===== src/rtl/irqc_pkg.sv =====
package irqc_pkg;

    typedef enum logic [1:0] {
        S_IDLE   = 2'd0,
        S_SIGNAL = 2'd1,
        S_ACTIVE = 2'd2
    } ack_state_t;

    localparam logic [11:0] OFS_CTRL  = 12'h000;
    localparam logic [11:0] OFS_PMASK = 12'h004;
    localparam logic [11:0] OFS_ACK   = 12'h00C;
    localparam logic [11:0] OFS_EOI   = 12'h010;

    localparam int CTL_G0  = 0;
    localparam int CTL_G1  = 1;
    localparam int CTL_FIQ = 3;

endpackage


===== src/rtl/irqc_regs.sv =====
module irqc_regs
    import irqc_pkg::*;
#(
    parameter int ADDR_W = 12,
    parameter int DATA_W = 32,
    parameter int PRIO_W = 8
) (
    input  logic              clk,
    input  logic              rst_n,
    input  logic              sel,
    input  logic              wr,
    input  logic [ADDR_W-1:0] addr,
    input  logic [DATA_W-1:0] wdata,
    input  logic [DATA_W-1:0] ack_word,
    output logic [DATA_W-1:0] rdata,
    output logic              en_g0,
    output logic              en_g1,
    output logic              en_fiq,
    output logic [PRIO_W-1:0] pmask,
    output logic              ack_rd,
    output logic              eoi_wr
);

    logic hit_ctrl, hit_pmask, hit_ack, hit_eoi;

    always_comb begin
        hit_ctrl  = (addr == ADDR_W'(OFS_CTRL));
        hit_pmask = (addr == ADDR_W'(OFS_PMASK));
        hit_ack   = (addr == ADDR_W'(OFS_ACK));
        hit_eoi   = (addr == ADDR_W'(OFS_EOI));
        ack_rd    = sel && !wr && hit_ack;
        eoi_wr    = sel && wr && hit_eoi;
    end

    always_ff @(posedge clk or negedge rst_n) begin
        if (!rst_n) begin
            en_g0  <= 1'b0;
            en_g1  <= 1'b0;
            en_fiq <= 1'b0;
            pmask  <= '0;
        end else if (sel && wr) begin
            if (hit_ctrl) begin
                en_g0  <= wdata[CTL_G0];
                en_g1  <= wdata[CTL_G1];
                en_fiq <= wdata[CTL_FIQ];
            end
            if (hit_pmask) begin
                pmask <= wdata[PRIO_W-1:0];
            end
        end
    end

    always_comb begin
        rdata = '0;
        if (hit_ctrl) begin
            rdata[CTL_G0]  = en_g0;
            rdata[CTL_G1]  = en_g1;
            rdata[CTL_FIQ] = en_fiq;
        end else if (hit_pmask) begin
            rdata[PRIO_W-1:0] = pmask;
        end else if (hit_ack) begin
            rdata = ack_word;
        end
    end

    // a control write lands in the stored enables on the next edge
    p_ctrl_store_r1: assert property (@(posedge clk) disable iff (!rst_n)
        (sel && wr && hit_ctrl) |=> (en_g0 == $past(wdata[CTL_G0]) &&
                                     en_fiq == $past(wdata[CTL_FIQ])));

endmodule


===== src/rtl/irqc_qualify.sv =====
module irqc_qualify #(
    parameter int PRIO_W = 8
) (
    input  logic              cand_valid,
    input  logic [PRIO_W-1:0] cand_prio,
    input  logic              cand_grp,
    input  logic              en_g0,
    input  logic              en_g1,
    input  logic              en_fiq,
    input  logic [PRIO_W-1:0] pmask,
    output logic              qual,
    output logic              route_fiq
);

    logic grp_on;
    logic prio_ok;

    always_comb begin
        grp_on    = cand_grp ? en_g1 : en_g0;
        prio_ok   = (cand_prio < pmask);
        qual      = cand_valid && grp_on && prio_ok;
        route_fiq = !cand_grp && en_fiq;
    end

endmodule


===== src/rtl/irqc_ack_fsm.sv =====
module irqc_ack_fsm
    import irqc_pkg::*;
#(
    parameter int ID_W   = 10,
    parameter int SRC_W  = 3,
    parameter int DATA_W = 32
) (
    input  logic              clk,
    input  logic              rst_n,
    input  logic              qual,
    input  logic              route_fiq,
    input  logic [ID_W-1:0]   cand_id,
    input  logic [SRC_W-1:0]  cand_src,
    input  logic              ack_rd,
    input  logic              eoi_wr,
    input  logic [DATA_W-1:0] eoi_data,
    output logic [DATA_W-1:0] ack_word,
    output logic              clr_pend,
    output logic [ID_W-1:0]   clr_id,
    output logic              irq_o,
    output logic              fiq_o
);

    localparam int TAG_W = ID_W + SRC_W;
    localparam logic [ID_W-1:0] SPURIOUS = {ID_W{1'b1}};

    ack_state_t state, nxt;
    logic [ID_W-1:0]  act_id;
    logic [SRC_W-1:0] act_src;
    logic take;
    logic eoi_match;

    always_comb begin
        take      = ack_rd && (state == S_SIGNAL) && qual;
        eoi_match = eoi_wr && (eoi_data[ID_W-1:0] == act_id) &&
                    (eoi_data[TAG_W-1:ID_W] == act_src);
    end

    always_comb begin
        nxt = state;
        unique case (state)
            S_IDLE:   if (qual) nxt = S_SIGNAL;
            S_SIGNAL: begin
                if (take)       nxt = S_ACTIVE;
                else if (!qual) nxt = S_IDLE;
            end
            S_ACTIVE: if (eoi_match) nxt = S_IDLE;
            default:  nxt = S_IDLE;
        endcase
    end

    // state register
    always_ff @(posedge clk or negedge rst_n) begin
        if (!rst_n) state <= S_IDLE;
        else        state <= nxt;
    end

    // registered outputs and active record
    always_ff @(posedge clk or negedge rst_n) begin
        if (!rst_n) begin
            irq_o   <= 1'b0;
            fiq_o   <= 1'b0;
            act_id  <= '0;
            act_src <= '0;
        end else begin
            irq_o <= (nxt == S_SIGNAL) && !route_fiq;
            fiq_o <= (nxt == S_SIGNAL) && route_fiq;
            if (take) begin
                act_id  <= cand_id;
                act_src <= cand_src;
            end
        end
    end

    always_comb begin
        clr_pend = take;
        clr_id   = cand_id;
        ack_word = '0;
        if (take) ack_word[TAG_W-1:0] = {cand_src, cand_id};
        else      ack_word[ID_W-1:0]  = SPURIOUS;
    end

    // the two lines are never high together
    p_one_line_r3: assert property (@(posedge clk) disable iff (!rst_n)
        !(irq_o && fiq_o));

    // lines are low on the edge after a take
    p_quiet_after_ack_r7: assert property (@(posedge clk) disable iff (!rst_n)
        clr_pend |=> !(irq_o || fiq_o));

    // a line only rises after a qualifying cycle
    p_rise_needs_qual_r7: assert property (@(posedge clk) disable iff (!rst_n)
        $rose(irq_o || fiq_o) |-> $past(qual));

    // a mismatched completion leaves the interrupt active
    p_eoi_ignored_r8: assert property (@(posedge clk) disable iff (!rst_n)
        (state == S_ACTIVE && eoi_wr && !eoi_match) |=> (state == S_ACTIVE));

    // acknowledge while active is spurious
    p_spurious_active_r6: assert property (@(posedge clk) disable iff (!rst_n)
        (ack_rd && state == S_ACTIVE) |-> (ack_word[ID_W-1:0] == SPURIOUS && !clr_pend));

endmodule


===== src/rtl/irq_cpu_iface.sv =====
module irq_cpu_iface
    import irqc_pkg::*;
#(
    parameter int ADDR_W = 12,
    parameter int DATA_W = 32,
    parameter int ID_W   = 10,
    parameter int PRIO_W = 8,
    parameter int SRC_W  = 3
) (
    input  logic              clk,
    input  logic              rst_n,
    input  logic              bus_sel,
    input  logic              bus_wr,
    input  logic [ADDR_W-1:0] bus_addr,
    input  logic [DATA_W-1:0] bus_wdata,
    output logic [DATA_W-1:0] bus_rdata,
    input  logic              cand_valid,
    input  logic [ID_W-1:0]   cand_id,
    input  logic [PRIO_W-1:0] cand_prio,
    input  logic              cand_grp,
    input  logic [SRC_W-1:0]  cand_src,
    output logic              clr_pend_o,
    output logic [ID_W-1:0]   clr_id_o,
    output logic              irq_o,
    output logic              fiq_o
);

    logic              en_g0, en_g1, en_fiq;
    logic [PRIO_W-1:0] pmask;
    logic              ack_rd, eoi_wr;
    logic              qual, route_fiq;
    logic [DATA_W-1:0] ack_word;

    irqc_regs #(.ADDR_W(ADDR_W), .DATA_W(DATA_W), .PRIO_W(PRIO_W)) u_regs (
        .clk(clk), .rst_n(rst_n),
        .sel(bus_sel), .wr(bus_wr), .addr(bus_addr), .wdata(bus_wdata),
        .ack_word(ack_word), .rdata(bus_rdata),
        .en_g0(en_g0), .en_g1(en_g1), .en_fiq(en_fiq), .pmask(pmask),
        .ack_rd(ack_rd), .eoi_wr(eoi_wr)
    );

    irqc_qualify #(.PRIO_W(PRIO_W)) u_qual (
        .cand_valid(cand_valid), .cand_prio(cand_prio), .cand_grp(cand_grp),
        .en_g0(en_g0), .en_g1(en_g1), .en_fiq(en_fiq), .pmask(pmask),
        .qual(qual), .route_fiq(route_fiq)
    );

    irqc_ack_fsm #(.ID_W(ID_W), .SRC_W(SRC_W), .DATA_W(DATA_W)) u_fsm (
        .clk(clk), .rst_n(rst_n),
        .qual(qual), .route_fiq(route_fiq),
        .cand_id(cand_id), .cand_src(cand_src),
        .ack_rd(ack_rd), .eoi_wr(eoi_wr), .eoi_data(bus_wdata),
        .ack_word(ack_word), .clr_pend(clr_pend_o), .clr_id(clr_id_o),
        .irq_o(irq_o), .fiq_o(fiq_o)
    );

    // a raised line traces back to a priority strictly below the mask
    p_mask_r4: assert property (@(posedge clk) disable iff (!rst_n)
        $rose(irq_o || fiq_o) |-> ($past(cand_prio) < $past(pmask)));

    // a raised line traces back to an enabled group
    p_group_r2: assert property (@(posedge clk) disable iff (!rst_n)
        $rose(irq_o || fiq_o) |-> ($past(cand_grp) ? $past(en_g1) : $past(en_g0)));

endmodule


===== config.mk =====
export PLATFORM = sky130hd
export DESIGN_NAME = irq_cpu_iface
export DESIGN_NICKNAME = d
export VERILOG_FILES = /design/src/rtl/irqc_pkg.sv /design/src/rtl/irqc_regs.sv /design/src/rtl/irqc_qualify.sv /design/src/rtl/irqc_ack_fsm.sv /design/src/rtl/irq_cpu_iface.sv
export SDC_FILE = /design/constraint.sdc
export NUM_CORES = 1
export LEC_CHECK = 0
export ABC_AREA = 1
export BUFFER_PORTS_ARGS = -buffer_cell sky130_fd_sc_hd__buf_2
export CORE_ASPECT_RATIO = 0.5
export CORE_MARGIN = 1
export CORE_UTILIZATION = 45
export CTS_CLUSTER_DIAMETER = 40
export DETAILED_ROUTE_END_ITERATION = 12
export PLACE_DENSITY = 0.81
export SLEW_MARGIN = 20
export SYNTH_ARGS = -nofsm -noshare
export SYNTH_HDL_FRONTEND = slang
export SYNTH_SLANG_ARGS = --single-unit

===== constraint.sdc =====
create_clock -name clk -period 2.2 [get_ports clk]
set_clock_uncertainty 0.15 [all_clocks]
set_input_delay 0.11 -clock clk [delete_from_list [all_inputs] [get_ports clk]]
set_output_delay 0.11 -clock clk [all_outputs]
set_load 0.01 [all_outputs]

* Word-level counts from Yosys, hierarchy flattened
Cells that the tools add are included.
** Storage, ports and cells
- Bits in latches :: 0
- Memories :: 0
- Flip-flop bits (word level) :: 28
- Word-level logic and storage cells :: 53
- RAM bits :: 0
- Input port bits :: 71
- Memory bits (read-only) :: 0
** Cells by class
- Reduce and logical (&&, ||, !) cells :: 20
- Muxes and demuxes :: 15
- Add/sub/neg operators :: 0
- Shift operators :: 0
- Multipliers :: 0
- Equal/unequal tests :: 8
- Bitwise logic cells :: 0
- Div/mod/pow operators :: 0
- Magnitude comparators :: 1
** Operator list (count)
- $mux 28 :: 1
- $mux 24 :: 1
- $logic_and 1x1->1 :: 13
- $mux 13 :: 1
- $eq 12x3->1 const B :: 1
- $eq 12x4->1 const B :: 1
- $eq 12x5->1 const B :: 1
- $logic_not 12->1 :: 1
- $eq 10x10->1 :: 1
- $mux 10 :: 1
- $mux 2 :: 5
- $lt 8x8->1 :: 1
- $mux 8 :: 1
- $pmux 2 s3 :: 1
- $eq 2x1->1 const B :: 2
- $reduce_and 2->1 :: 2
- $eq 3x3->1 :: 1
- $logic_not 1->1 :: 3
- $mux 1 :: 3
- $mux 3 :: 1
- $eq 2x2->1 const B :: 1
- $logic_not 2->1 :: 1

* Longest topological paths before layout
Gate-level depths: netlist of run 1.
- Depth in word-level cells :: 9
- Depth in mapped cells :: 13

* Modules after synthesis
From an unflattened synthesis of run 1, not the netlist that was laid out.
** Unflattened totals
- Cells, all modules :: 358
- Area, all modules :: 2482.4 um^2
** By module, submodules not included
- irqc_ack_fsm :: area an instance 1206.2 um^2, times used 1, sequential area each 425.4 um^2, cells each 165
- irqc_regs :: area an instance 1051.0 um^2, times used 1, sequential area each 275.3 um^2, cells each 153
- irqc_qualify :: area an instance 225.2 um^2, times used 1, sequential area each 0.0 um^2, cells each 40

* Worst setup path before layout of run 1
OpenSTA, ideal clock, no wires.
- Kind :: reg-to-output
- Start point :: reg u_regs.pmask[5]
- End point :: out bus_rdata[0]
- Cell stages (with the launch flop) :: 12
- Setup slack :: 0.410 ns
- Data arrival time :: 1.530 ns
- Buffers on the path :: 1
- Path through :: dfrtp_1 > inv_1 > ha_1 > a21oi_1 > nor2_1 > nor2_2 > nand2_1 > inv_2 > nand2_4 > buf_6 > nor2_2 > o21bai_1
** On the way
- Longest elaborated chain between the ends :: 7
** Ends and longest elaborated chain
- start, declared :: line irqc_regs.sv:19 : output logic [PRIO_W-1:0] pmask,
- start signal, assigned :: line irqc_regs.sv:48 : pmask <= wdata[PRIO_W-1:0];
- $lt 8x8->1 :: line irqc_qualify.sv:20 : prio_ok = (cand_prio < pmask);
- $logic_and 1x1->1 :: line irqc_qualify.sv:21 : qual = cand_valid && grp_on && prio_ok;
- $logic_and 1x1->1 :: line irqc_ack_fsm.sv:34 : take = ack_rd && (state == S_SIGNAL) && qual;
- $mux 10 :: line irqc_ack_fsm.sv:79 : if (take) ack_word[TAG_W-1:0] = {cand_src, cand_id};
- $mux 13 :: line irqc_regs.sv:61 : end else if (hit_ack) begin
- $mux 8 :: line irqc_regs.sv:59 : end else if (hit_pmask) begin
- $mux 2 :: line irqc_regs.sv:55 : if (hit_ctrl) begin
- end, declared :: line irq_cpu_iface.sv:16 : output logic [DATA_W-1:0] bus_rdata,
No other way between the ends.

* Worst setup path after layout of run 1
- Start point :: reg u_regs.pmask[7]
- End point :: out bus_rdata[5]
** On the way
- Longest elaborated chain between the ends :: 7
** Ends and longest elaborated chain (line)
- $lt 8x8->1 :: irqc_qualify.sv:20
- $logic_and 1x1->1 :: irqc_qualify.sv:21
- $logic_and 1x1->1 :: irqc_ack_fsm.sv:34
- $mux 10 :: irqc_ack_fsm.sv:79
- $mux 13 :: irqc_regs.sv:61
- $mux 8 :: irqc_regs.sv:59
- $mux 28 :: irqc_regs.sv:55
No other way between the ends.

==> flow_summary_export.csv, run 1 <==
group,metric,value,unit
setup_path,cp.arrival,2.13,ns
timing,finalSetupTns,-1.120,ns
timing,setup_viol,12,
placed_design,dp_hpwl,3967,um
synthesis,yosys-top-cells-count,"44 x inv_1, 44 x nand2_1, 43 x nor2_1",
synthesis,async_reset_ff_share,100.0,%
floorplan,die_h,49.69,um
timing,finalCritPeriodShare,108.7,%
synthesis,synthTopCellsByArea,"dfrtp_1 34%, buf_4 11%, inv_1 8.1%",
timing,final_max_slew_viol_count,0,
pwr,peakVddDrop,0.2549,mV
setup_path,endpoint_kind,"output port",
pwr,power,0.001183,W
detailed_routing,wire_per_inst,17.32,um
synthesis,syn_area,2047,um2
synthesis,synth-edff-count,0,
setup_path,regToRegStartpoint,"u_regs.pmask[5]",
timing,holdWs,0.05600,ns
clock_network,clk_latency,0.29,ns
pwr,p_switching,0.0003200,W
global_routing,grt_usage,27.04,%
clock_network,cts_buffers,3,
detailed_routing,drc,0,
global_routing,grt_pass1_wl,10190,um
synthesis,synthCells,278,
detailed_routing,drt_first_pass_iters,7,
setup_path,reg2reg_depth,12,
clock_network,clockRootBuffer,"clkbuf_8",
detailed_routing,drt_iter0_markers,299,
placed_design,gp_congestion,0.8610,
layout,drive_above_1_share,41.69,%
setup_path,path_class,"reg -> out",
clock_network,h-tree-depth,1,
layout,n_antenna_cell,0,
clock_network,cts.sinks,28,
layout,fillers,243,
floorplan,dieWidth,97.38,um
timing,rsz0062_at_grt,"yes",
floorplan,design.core.area,4124,um2
setup_path,crit_start,"u_regs.pmask[7]",
synthesis,dominantRegCellSynth,"dfrtp_1",
placed_design,numPortBuffers,77,
outcome,violations,"setup timing",
setup_path,endpoint,"bus_rdata[5]",
outcome,status,"finished, violations left",
floorplan,io_pins,116,
timing,max_freq,0.4180,GHz
global_routing,grt_start_max_net_pins,29,
global_routing,grt_pass1_vias,2200,
synthesis,synth_top_area_cell,"dfrtp_1",
pwr,seq_power_share,43.9,%
detailed_routing,wl,7709,um
timing,fin_crit,2.392,ns
layout,utilization,73.27,%
layout,syn2layout_area_growth,47.62,%
timing,relSlewSlack,53.78,%
setup_path,required,1.94,ns
min_path,hold_path_class,"in -> reg",
global_routing,overflow,0,
setup_path,worstReg2RegEnd,"u_fsm.act_id[8]",
placed_design,dp_slack,0.06716,ns
synthesis,ys_seq_elements,28,
synthesis,synth_warnings,0,
pwr,clkPwrFrac,36.2,%
pwr,intPower,0.0008630,W
setup_path,rrSetupSlack,0.13,ns
timing,finalHoldViolCount,0,
floorplan,initial_core_util,49.64,%
layout,fin_nets,470,
min_path,hold_path_startpoint,"bus_sel",
flow_run,maxCapViolations,0,
timing,worstMarginPinSlew,0.6879,ns
detailed_routing,vias,2432,
clock_network,ctsLongestPathBuffers,2,
setup_path,worst-path-max-fanout,6,
detailed_routing,antenna_left,0,
clock_network,cts_tree,"built",
pwr,power.leakage,1.614,nW
synthesis,seq_area_frac_synth,34.23,%
synthesis,syn_area_per_cell,7.363,um2
synthesis,synth_cell_types,31,
pwr,p_per_area,391.5,nW/um2
global_routing,antenna_found_initial,0,
synthesis,synth_top_area_share,34.23,%
floorplan,rows,16,
detailed_routing,via_per_inst,5.465,
setup_path,setup.worst_path.start_class,"flip-flop",
pwr,combPwrFrac,19.9,%
floorplan,die-area,4839,um2
clock_network,path_clk_slew,0.11,ns
timing,setup_ws,-0.1922,ns
pwr,switching_share,27.05,%
-- cells in the final DEF, fill, tap and decap left out, types with 8 or more instances in the layout --
cell           instances
buf_4                 21
nand2_1               37
inv_1                 38
buf_2                 75
nor2_1                34
a21oi_2                8
dfrtp_1               28
nor2_4                11
o21ai_2                8
nand2_2                8
dlygate4sd3_1         22
conb_1                19
-- power groups by stage --
stage	Combinational, W	Clock (W)	Sequential (W)
after floorplan	0.000106	0	0.000531
after global placement	0.000151	0	0.000529
after detailed placement	0.000156	0	0.000529
after CTS	0.000209	0.000415	0.000519
after global routing	0.000250	0.000439	0.000520
final	0.000235	0.000428	0.000519
-- critical path: stages, from the launching register on --
cell and delay, ns:
dfrtp_1 0.40, inv_2 0.07, ha_4 0.27, nand2_1 0.10, nor2_2 0.15, nand2_2 0.10
nand2_4 0.11, inv_8 0.06, nand2_8 0.12, nor2_4 0.05, o21ai_1 0.21, buf_2 0.18
-- per-stage QoR --
step | instance area, um2 | cells
floorplan | 2115 | 296
global placement | 2320 | 396
detailed placement | 2320 | 396
CTS | 2828 | 433
global route | 3022 | 445
finish | 3022 | 445
-- routing by layer --
layer / vias up / track usage [%] / part of all wire [%]
met5: - / 0 / 0
met4: 0 / 12.25 / 6.1
met3: 59 / 6.667 / 11
met2: 220 / 47.44 / 46
met1: 1105 / 31.82 / 37
li1: 1048 / - / -
-- kinds of logic (layout without fill, tap and decap cells) --
kind of cell	Yosys count	in the layout	share of synthesized area, %
AND/OR/NAND/NOR	114	116	24.94
buffers and inverters	79	172	21.27
AO/OA/AOI/OAI	44	44	12.96
flip-flops	28	28	34.23
adder cells (fa/ha/maj)	7	7	4.279
XOR/XNOR	5	5	2.140
other	1	19	0.1832
-- flip-flops by register name, indices dropped and copies added (netlist names) --
name           flops
u_regs.en_g0       1
u_fsm.fiq_o        1
u_regs.pmask       8
u_fsm.irq_o        1
u_regs.en_g1       1
u_regs.en_fiq      1
u_fsm.state        2
u_fsm.act_src      3
u_fsm.act_id      10
-- worst min-delay path by stage --
stage / end / slack, ns / depth (start not counted)
floorplan: u_fsm.act_id[0] / -0.34 / 0
global placement: u_fsm.act_id[4] / 0.003 / 1
detailed placement: u_regs.pmask[4] / 0.007 / 1
CTS: u_fsm.state[1] / 0.06 / 5
global route: u_fsm.state[1] / 0.09 / 5
finish: u_fsm.state[1] / 0.06 / 5
-- what timing repair did --
item                                    4_1_cts  5_1_grt
gates cloned                                  2        0
gates resized for setup                      32       28
endpoints found under the hold margin        53        0
setup buffers                                 9       12
pin swaps                                     8       14
hold buffers                                 22        0
endpoints found under the setup margin       12       14
-- final cells by class --
type	count	area (um2)	share of cell area (%)
clock buffer	3	41.29	1.366
inverter	46	182.7	6.046
multi-input combinational	191	1201	39.75
tap	54	67.56	2.236
sequential	28	700.7	23.19
clock inverter	1	30.03	0.9938
timing repair buffer	122	798.3	26.42
Note: power is estimated with default switching activity, not from simulation.
==> run 2: changes to the inputs <==
--- a/config.mk
+++ b/config.mk
@@ -11,8 +11,9 @@
 export CORE_MARGIN = 1
 export CORE_UTILIZATION = 45
 export CTS_CLUSTER_DIAMETER = 40
+export CTS_CLUSTER_SIZE = 20
 export DETAILED_ROUTE_END_ITERATION = 12
-export PLACE_DENSITY = 0.81
+export PLACE_DENSITY_LB_ADDON = 0.15
 export SLEW_MARGIN = 20
 export SYNTH_ARGS = -nofsm -noshare
 export SYNTH_HDL_FRONTEND = slang
==> run 2 against run 1 <==
  * The run still ends with setup timing left
  * Critical path depth is the same
  * Global-route usage shrank 3.4 points
  * Routed wire length shrank 20%
  * Core utilization grew 0.94 points
  * Final cell count grew 1.1%
  * Maximum frequency grew 6.2%
  * Hold slack lost 0.0046 ns
  * Highest routed layer unchanged
  * Combinational power shrank 3%
  * Clock-buffer cell count is the same
  * Critical path type unchanged
  * Die area is the same
  * Sequential power is essentially flat
  * Non-clock buffer count grew 5
  * Largest power group unchanged
==> flow_summary_export.csv, run 2 (same netlist as run 1, synthesis figures left out) <==
group,metric,value,unit
outcome,status,"finished, violations left",
outcome,violations,"setup timing",
floorplan,rows,16,
pwr,power.leakage,1.637,nW
setup_path,cp_slowest_cell,"dfrtp_1",
detailed_routing,wl,6140,um
layout,final_cell_mix,"75 x buf_2, 40 x inv_1, 40 x nand2_1",
detailed_routing,wl_met3,625,um
floorplan,die-area,4839,um2
global_routing,grt_usage,23.65,%
layout,largest_register_ffs,10,
setup_path,endpoint_kind,"output port",
global_routing,overflow,0,
setup_path,cp.arrival,1.99,ns
placed_design,numPortBuffers,77,
clock_network,cts_tree,"built",
layout,syn2layout_area_growth,49.51,%
global_routing,grt_start_max_net_pins,29,
floorplan,dieWidth,97.38,um
setup_path,setup.worst_path.start_class,"flip-flop",
pwr,p_per_area,381.9,nW/um2
detailed_routing,wire_per_inst,13.64,um
detailed_routing,wl_met1,2381,um
setup_path,crit_path_cell_trace,"inv_2 > ha_4 > a21oi_2 > nor2_1 > nor2_2 > nand2_4 > inv_8 > nand2_8 > buf_6 > nor2_1 > buf_2",
setup_path,worst-path-max-fanout,5,
timing,worstMarginPinSlew,0.6789,ns
timing,final_max_slew_viol_count,0,
layout,n_antenna_cell,0,
layout,fin_cells,450,
detailed_routing,drt_iter0_markers,139,
timing,finalHoldViolCount,0,
clock_network,h-tree-depth,1,
timing,finalSetupTns,-0.2939,ns
clock_network,clockRootBuffer,"clkbuf_8",
floorplan,design.core.area,4124,um2
timing,rsz0062_at_grt,"yes",
timing,setup_viol,11,
setup_path,crit_buf_inv,4,
layout,fin_nets,475,
pwr,peakVddDrop,0.2250,mV
layout,largest-register,"u_fsm.act_id",
timing,max_freq,0.4440,GHz
timing,setup_ws,-0.05238,ns
detailed_routing,antenna_left,0,
clock_network,path_clk_slew,0.10,ns
detailed_routing,drt_first_pass_iters,5,
placed_design,gp_congestion,0.8032,
detailed_routing,vias,2219,
timing,relSlewSlack,54.74,%
layout,reg.largest.list,"u_fsm.act_id: 10 flops, u_regs.pmask: 8 flops, u_fsm.act_src: 3 flops",
floorplan,die_h,49.69,um
detailed_routing,wl_met2,3004,um
clock_network,cts.sinks,28,
clock_network,ctsLongestPathBuffers,2,
global_routing,grt_pass1_wl,8949,um
clock_network,clk_latency,0.28,ns
global_routing,antenna_found_initial,0,
placed_design,dp_hpwl,3829,um
flow_run,maxCapViolations,0,
floorplan,io_pins,116,
setup_path,cpMostUsedCell,"nor2_1",
setup_path,required,1.94,ns
setup_path,max_stage_delay,0.42,ns
timing,finalCritPeriodShare,102.4,%
min_path,hold_path_class,"in -> reg",
detailed_routing,drc,0,
global_routing,grt_pass1_vias,2010,
setup_path,path_delay_family,"simple AND/OR/NAND/NOR gates",
layout,drive_above_1_share,40.40,%
detailed_routing,via_per_inst,4.931,
timing,fin_crit,2.252,ns
layout,final_common_cell,"buf_2",
placed_design,dp.cells,396,
detailed_routing,highest_layer,"met4",
floorplan,initial_core_util,49.64,%
clock_network,cts_buffers,3,
setup_path,path_class,"reg -> out",
-- run 2: cell types whose count changed in the layout (fill, tap and decap cells not counted), sizes merged --
cell and delta:
buf +5
-- run 2: through the flow --
stage | worst slack [ns] | total power [W] | hold slack [ns] | utilization, % | area, um2
2_1_floorplan | 0.4102 | 0.0006366 | -0.3356 | - | 2115
3_3_place_gp | 0.1359 | 0.0006816 | 0.01216 | 56.25 | 2320
3_5_place_dp | 0.08682 | 0.0006855 | 0.02702 | 56.25 | 2320
4_1_cts | 0.002796 | 0.001153 | 0.05932 | 68.54 | 2826
5_1_grt | -0.1509 | 0.001214 | 0.08354 | 74.21 | 3060
6_report | -0.05238 | 0.001169 | 0.05136 | 74.21 | 3060
-- run 2: cell type report --
cell class                 count  area [um2]
sequential                    28       700.7
clock inverter                 1       30.03
multi-input combinational    191        1189
fill                         310        1064
inverter                      46       180.2
tap                           54       67.56
clock buffer                   3       41.29
timing repair buffer         127       852.1
-- run 2: per-layer routing --
layer  global-route usage [%]  up-vias
li1                         -     1061
met1                    30.82     1022
met2                    39.51      121
met3                    6.525       15
met4                    5.392        0
met5                        0        -
-- run 2: worst register-to-register path: cells and delay by family (launching register included) --
kind / cells / cell delay [ns]
compound gates: 2 / 0.15
fa+ha+maj: 1 / 0.20
buf+inv: 4 / 0.48
flops: 1 / 0.42
simple gates: 5 / 0.51
-- run 2: repair_timing --
action / 4_1_cts / 5_1_grt
setup buffers: 12 / 14
endpoints found under the hold margin: 53 / 0
setup endpoints to repair: 12 / 14
gates resized for setup: 23 / 31
pin swaps: 4 / 11
hold buffers: 22 / 0
cloned: 2 / 0
-- run 2: path summary, 6_finish.rpt --
| check | from | to | slack (ns) | cells after the start |
|---|---|---|---|---|
| worst max-delay path | u_regs.pmask[5] | bus_rdata[10] | -0.05 | 11 |
| worst min-delay path | bus_sel | u_fsm.state[1] | 0.05 | 5 |
| worst max register to register | u_regs.pmask[5] | u_fsm.act_src[1] | 0.18 | 12 |
| worst min register to register | u_fsm.act_src[1] | u_fsm.act_src[1] | 0.35 | 2 |
| max in group asynchronous | rst_n | u_regs.pmask[3] | 1.21 | 2 |
| min in group asynchronous | rst_n | u_fsm.act_id[4] | 0.26 | 2 |
-- run 2: report_power, final --
part           switching [W]  internal [W]  leakage [nW]
logic               0.000125      0.000103          1.28
clock network       0.000178      0.000244        0.0357
registers         0.00000110      0.000518         0.320
total               0.000304      0.000865          1.64
